**src/rtl/ckd_pkg.sv**
```systemverilog
package ckd_pkg;
  localparam int unsigned CODE_W    = 3;
  localparam int unsigned MAX_RATIO = 32;
  localparam int unsigned HALF_W    = $clog2(MAX_RATIO / 2) + 1;
  localparam int unsigned CNT_W     = $clog2(MAX_RATIO / 2);

  function automatic int unsigned ratio_of(input logic [CODE_W-1:0] code);
    case (code)
      3'd0:    ratio_of = 1;
      3'd1:    ratio_of = 2;
      3'd2:    ratio_of = 4;
      3'd3:    ratio_of = 6;
      3'd4:    ratio_of = 8;
      3'd5:    ratio_of = 16;
      3'd6:    ratio_of = 24;
      default: ratio_of = 32;
    endcase
  endfunction

  function automatic logic [HALF_W-1:0] half_of(input logic [CODE_W-1:0] code);
    int unsigned h;
    h = ratio_of(code) / 2;
    half_of = h[HALF_W-1:0];
  endfunction

  // returns {ok, code}: lowest ratio that lands inside [lo, hi]
  function automatic logic [CODE_W:0] pick_code(input longint unsigned src,
                                                input longint unsigned lo,
                                                input longint unsigned hi);
    logic [CODE_W:0] res;
    res = '0;
    for (int i = (1 << CODE_W) - 1; i >= 0; i--) begin
      longint unsigned f;
      f = src / longint'(ratio_of(i[CODE_W-1:0]));
      if (f >= lo && f <= hi) res = {1'b1, i[CODE_W-1:0]};
    end
    pick_code = res;
  endfunction
endpackage

```
**src/rtl/ckd_cfg.sv**
```systemverilog
module ckd_cfg
  import ckd_pkg::*;
(
  input  logic              clk_i,
  input  logic              rst_ni,
  input  logic              div_rst_i,
  input  logic [CODE_W-1:0] sel_i,
  input  logic              en_i,
  input  logic              byp_i,
  output logic [CODE_W-1:0] sel_q,
  output logic              en_q,
  output logic              byp_q
);
  always_ff @(posedge clk_i or negedge rst_ni) begin
    if (!rst_ni) begin
      sel_q <= '0;
      en_q  <= 1'b0;
      byp_q <= 1'b0;
    end else begin
      if (div_rst_i) sel_q <= sel_i;
      en_q  <= en_i;
      byp_q <= byp_i;
    end
  end
endmodule

```
**src/rtl/ckd_core.sv**
```systemverilog
module ckd_core
  import ckd_pkg::*;
(
  input  logic              clk_i,
  input  logic              rst_ni,
  input  logic              div_rst_i,
  input  logic [CODE_W-1:0] sel_q,
  output logic [CNT_W-1:0]  cnt_o,
  output logic              tgl_o,
  output logic              wrap_o
);
  logic [HALF_W-1:0] half;
  logic [HALF_W-1:0] last;
  logic [CNT_W-1:0]  cnt_q;
  logic              tgl_q;

  assign half   = half_of(sel_q);
  assign last   = half - HALF_W'(1);
  assign wrap_o = (half != '0) && ({1'b0, cnt_q} == last);

  always_ff @(posedge clk_i or negedge rst_ni) begin
    if (!rst_ni) begin
      cnt_q <= '0;
      tgl_q <= 1'b0;
    end else if (div_rst_i || half == '0) begin
      cnt_q <= '0;
      tgl_q <= 1'b0;
    end else if (wrap_o) begin
      cnt_q <= '0;
      tgl_q <= ~tgl_q;
    end else begin
      cnt_q <= cnt_q + CNT_W'(1);
    end
  end

  assign cnt_o = cnt_q;
  assign tgl_o = tgl_q;
endmodule

```
**src/rtl/ckd_omux.sv**
```systemverilog
module ckd_omux (
  input  logic clk_i,
  input  logic rst_ni,
  input  logic alt_clk_i,
  input  logic div_rst_i,
  input  logic pass_i,
  input  logic en_q,
  input  logic byp_q,
  input  logic tgl_i,
  output logic clk_o
);
  logic gate_nq;
  logic int_clk;

  // falling-edge gate keeps whole pulses on the pass-through path
  always_ff @(negedge clk_i or negedge rst_ni) begin
    if (!rst_ni) gate_nq <= 1'b0;
    else         gate_nq <= en_q & ~div_rst_i;
  end

  always_comb begin
    if (pass_i) int_clk = clk_i & gate_nq;
    else        int_clk = tgl_i & en_q;
    clk_o = byp_q ? (alt_clk_i & en_q) : int_clk;
  end
endmodule

```
**src/rtl/ctlclk_div.sv**
```systemverilog
module ctlclk_div
  import ckd_pkg::*;
#(
  parameter longint unsigned SRC_HZ = 64'd1_000_000_000,
  parameter longint unsigned LO_HZ  = 64'd150_000_000,
  parameter longint unsigned HI_HZ  = 64'd300_000_000
) (
  input  logic              clk_i,
  input  logic              rst_ni,
  input  logic              div_rst_i,
  input  logic [CODE_W-1:0] sel_i,
  input  logic              en_i,
  input  logic              byp_i,
  input  logic              alt_clk_i,
  output logic              clk_o,
  output logic [CODE_W-1:0] sel_o,
  output logic              en_o,
  output logic [CODE_W-1:0] auto_sel_o,
  output logic              auto_ok_o
);
  localparam logic [CODE_W:0] AUTO = pick_code(SRC_HZ, LO_HZ, HI_HZ);

  logic [CODE_W-1:0] sel_q;
  logic              en_q;
  logic              byp_q;
  logic [CNT_W-1:0]  cnt_w;
  logic              tgl_w;
  logic              wrap_w;

  ckd_cfg u_cfg (
    .clk_i(clk_i), .rst_ni(rst_ni), .div_rst_i(div_rst_i),
    .sel_i(sel_i), .en_i(en_i), .byp_i(byp_i),
    .sel_q(sel_q), .en_q(en_q), .byp_q(byp_q)
  );

  ckd_core u_core (
    .clk_i(clk_i), .rst_ni(rst_ni), .div_rst_i(div_rst_i), .sel_q(sel_q),
    .cnt_o(cnt_w), .tgl_o(tgl_w), .wrap_o(wrap_w)
  );

  ckd_omux u_omux (
    .clk_i(clk_i), .rst_ni(rst_ni), .alt_clk_i(alt_clk_i),
    .div_rst_i(div_rst_i), .pass_i(sel_q == '0), .en_q(en_q),
    .byp_q(byp_q), .tgl_i(tgl_w), .clk_o(clk_o)
  );

  assign sel_o      = sel_q;
  assign en_o       = en_q;
  assign auto_sel_o = AUTO[CODE_W-1:0];
  assign auto_ok_o  = AUTO[CODE_W];
endmodule

```
**config.mk**
```make
export PLATFORM = sky130hd
export DESIGN_NAME = ctlclk_div
export DESIGN_NICKNAME = d
export VERILOG_FILES = /design/src/rtl/ckd_pkg.sv /design/src/rtl/ckd_cfg.sv /design/src/rtl/ckd_core.sv /design/src/rtl/ckd_omux.sv /design/src/rtl/ctlclk_div.sv
export SDC_FILE = /design/constraint.sdc
export NUM_CORES = 1
export LEC_CHECK = 0
export BUFFER_PORTS_ARGS = -buffer_cell sky130_fd_sc_hd__buf_2
export CAP_MARGIN = 20
export CORE_AREA = 2 2 39 41
export CTS_CLUSTER_DIAMETER = 80
export DETAILED_ROUTE_END_ITERATION = 7
export DIE_AREA = 0 0 41 43
export PLACE_DENSITY = 0.73
export SLEW_MARGIN = 20
export SYNTH_ARGS = -nofsm -noshare
export SYNTH_HDL_FRONTEND = slang
export SYNTH_SLANG_ARGS = --single-unit
```
**constraint.sdc**
```tcl
create_clock -name clk_i -period 2.1 [get_ports clk_i]
set_input_delay 0.315 -clock clk_i [delete_from_list [all_inputs] [get_ports clk_i]]
set_output_delay 0.315 -clock clk_i [all_outputs]
set_load 0.02 [all_outputs]
```
# Word-level counts from Yosys, hierarchy flattened
# Cells that the tools add are included.
[totals]
register_bits = 11
input_bits = 9
wordCells = 34
[op_classes]
add_sub_neg = 2
n_eq_ne = 7
muxes = 7
n_bitwise = 6
reduce_logical = 6
[op_table]
columns = ["op", "count"]
rows = [
  ["$pmux 6 s7", 1],
  ["$eq 3x3->1 const B", 3],
  ["$mux 4", 2],
  ["$eq 3x2->1 const B", 2],
  ["$eq 4x5->1", 1],
  ["$logic_not 5->1", 1],
  ["$reduce_bool 5->1", 1],
  ["$sub 5x1->5 const B", 1],
  ["$add 4x1->4 const B", 1],
  ["$and 1x1->1", 4],
  ["$mux 1", 4],
  ["$eq 3x1->1 const B", 1],
  ["$logic_not 3->1", 1],
  ["$not 1->1", 2],
  ["$reduce_bool 2->1", 1],
  ["$logic_and 1x1->1", 1],
  ["$logic_or 1x1->1", 1],
]

# Depth between registers and ports, before layout
[logic_depth]
depth_word = 7
mapped_depth = 7
ltp_nobuf = 7

# Cells and area by module
# Synthesis repeated with hierarchy kept, for this count alone.
[unflattened]
hier_cells = 60
hier_area_um2 = 616.8
[modules_own_cells]
columns = ["module", "instances", "cells_per_inst", "area_each_um2", "seq_area_each_um2"]
rows = [
  ["ckd_core", 1, 39, 349.1, 125.1],
  ["ckd_cfg", 1, 8, 158.9, 125.1],
  ["ckd_omux", 1, 6, 61.3, 25.0],
  ["ctlclk_div", 1, 7, 47.5, 0.0],
]

==> impl_results.md <==
- GRT Util Overall: 0.165
- Pin count of the biggest net entering global routing: 12
- Drt wl/cell: around 12 um
- ANT cells: 0
- Yosys top cell by area: dfrtp_1
- Final instance area: between 700 and 800 um^2
- Pre-antenna DRT Iters: 4
- FF-to-FF setup slack: 0.17 ns
- Cells after DPL: just under 90
- RD Place Congestion: ~0.67
- Chip Width: between 40 and 50 um
- Reg2Reg Launch Point: u_cfg.sel_q[0]
- Worst R2R End: u_core.tgl_o
- Setup Skew: 0.0176 ns
- Via count: approximately 500
- Leak: around 0.00038 uW
- Unique masters post-synth: 28
- CP Max Fanout: 1
- Clock-pin slew on the worst setup and hold paths: ~0.07 ns
- Max-Cap Viols: 0
- Worst Hold Endpoint: u_cfg.en_q
- Hold Fails Final Rpt: 0
- Ports: 18
- Remaining Overflow, GRT: 0
- RSZ-0062 raised after global routing: true
- Multi-input gate area: between 300 and 400 um^2
- Nets: 93
- Commonest non-fill, non-tap cell in the layout: buf_2
- First-pass GRT wire length: around 1900 um
- Worst hold start: en_i
- Register area share after synthesis: 0.444
- DRC violations left: 0
- CTS tree: built
- Synthesized cell area: approximately 620 um^2
- Setup TNS: -0.481 ns
- Vias in the first global route: slightly below 500
- PortBufs: 13
- Starting Density: 0.448
- Yosys top cell area share: 0.403
- Core Rows: 14
- CORE AREA: between 1000 and 1500 um^2
- Initial antenna violation count: 0
- Final setup viols: 2
- DIE AREA: ~1800 um^2
- Failing checks: setup timing
- Die Ht: roughly 43 um
- R2R cell count: 6
- Startpoint class of the critical path: flop
- Critical path class: reg2out
- Clk Latency, worst-skew pair: about 0.38 ns
- Slew Limit Fails: 0
- DR vias/cell: ~5.1
- CP Data Required Time: approximately 1.8 ns
- Hold crit path type: in2reg
- Setup slack after layout: -0.481 ns
- Power Dens Cells: 779 nW/um^2
- VDD IR max: roughly 0.00036 V
- Placed Instance Area: approximately 690 um^2
- Routed WL: approximately 1100 um
- CP arrival: 2.27 ns
- Register area: around 280 um^2
- Synthesis-stage register bit count: 11
- Layout area overhead: 28.0%
- Synth top area cells: dfrtp_1 (40%), xnor2_1 (5.6%), buf_4 (4.8%), dfrtn_1 (4.0%), ha_1 (4.0%)
- Hold path cells: 1
- Antenna Violating Nets Remaining: 0
- Final cell count without fillers: between 90 and 100
- Syn_area_per_cell: about 11 um^2
- Syn. warnings: 0
- HPWL Detailed: 818 um
- CP Capture Type: output port
- Synth Instances: around 60
- Fillers: ~120
- Initial DRC count: 5
- Share of layout cells above drive strength 1: 0.395
- Commonest cells after routing, fill and taps aside: buf_2 (12), dfrtp_1 (10), nand2_1 (6), clkbuf_4 (6)
- Status: complete, but fails checks
state kept, by name, summed over array words and instances (netlist names):
name	flops
u_omux.gate_nq	1
u_core.tgl_o	1
u_cfg.en_q	1
u_cfg.sel_q	3
u_cfg.byp_q	1
u_core.cnt_o	4
worst max-delay path: stages, from the launching register on:
cell	delay, ns
dfrtn_1	0.39
nand2_1	0.06
nor3_2	0.12
a21o_1	0.14
buf_6	0.12
kinds of logic after synthesis:
group,count (synthesis),synth area share
XOR/XNOR,6,0.0847
adder cells (fa/ha/maj),2,0.0403
other,2,0.0121
flip-flops,11,0.444
multiplexers,3,0.0524
buffers and inverters,6,0.0605
AO/OA/AOI/OAI,8,0.105
AND/OR/NAND/NOR,21,0.202
area by class of cell:
| type | count | share of cell area |
|---|---|---|
| inverters | 2 | 0.00945 |
| well taps | 16 | 0.0252 |
| repair buffers | 16 | 0.121 |
| flip-flops and latches | 11 | 0.346 |
| multi-input cells | 44 | 0.422 |
| clock buffers | 8 | 0.0756 |
power by group:
part / switching, uW / internal, uW / total [uW]
combinational: 79.1 / 62.9 / 142
clock: 90.4 / 141 / 231
sequential: 18.2 / 227 / 246
what timing repair did:
action,CTS,global route
endpoints found under the hold margin,10,0
hold buffers,1,0
buffers inserted,1,1
resized for setup,5,2
pin swaps,1,0
setup endpoints to repair,4,5
layer usage:
layer	vias up	GRT usage	wire length [um]
li1	239	-	-
met1	236	0.172	462
met2	15	0.241	613
met3	2	0.0838	41
met4	0	0.120	19
met5	-	0	0
Yosys cell counts:
cell type,instances
xnor2_1,4
o21ai_0,2
nor3_1,1
mux2_2,2
conb_1,2
mux2i_1,1
nand3_1,1
nand2b_1,2
nor2b_1,1
nor2_1,4
a211oi_2,1
dfrtp_1,10
and2b_2,1
a211o_1,1
buf_4,4
or3_4,1
and3_2,1
a21oi_1,2
nor4_1,1
nand2_1,6
inv_1,2
o41ai_2,1
ha_1,2
a21o_1,1
nor4b_2,1
dfrtn_1,1
and4b_1,1
xor2_1,2
worst max-delay path by stage:
stage / from / to / slack [ns] / depth (start not counted)
global placement: u_omux.gate_nq / clk_o / -0.02 / 4
floorplan: u_omux.gate_nq / clk_o / 0.02 / 3
finish: u_omux.gate_nq / clk_o / -0.48 / 4
detailed placement: u_omux.gate_nq / clk_o / -0.03 / 4
CTS: u_omux.gate_nq / clk_o / -0.51 / 4
global route: u_omux.gate_nq / clk_o / -0.53 / 4
through the flow:
stage	worst slack, ns	power, uW	hold slack [ns]	utilization
4_1_cts	-0.509	614	0.0411	0.558
2_1_floorplan	0.0158	348	0.0194	-
3_3_place_gp	-0.0234	376	0.193	0.499
3_5_place_dp	-0.0315	381	0.199	0.499
6_report	-0.481	619	0.0482	0.574
5_1_grt	-0.528	662	0.0252	0.574
Power figures use the tool's default switching activity.
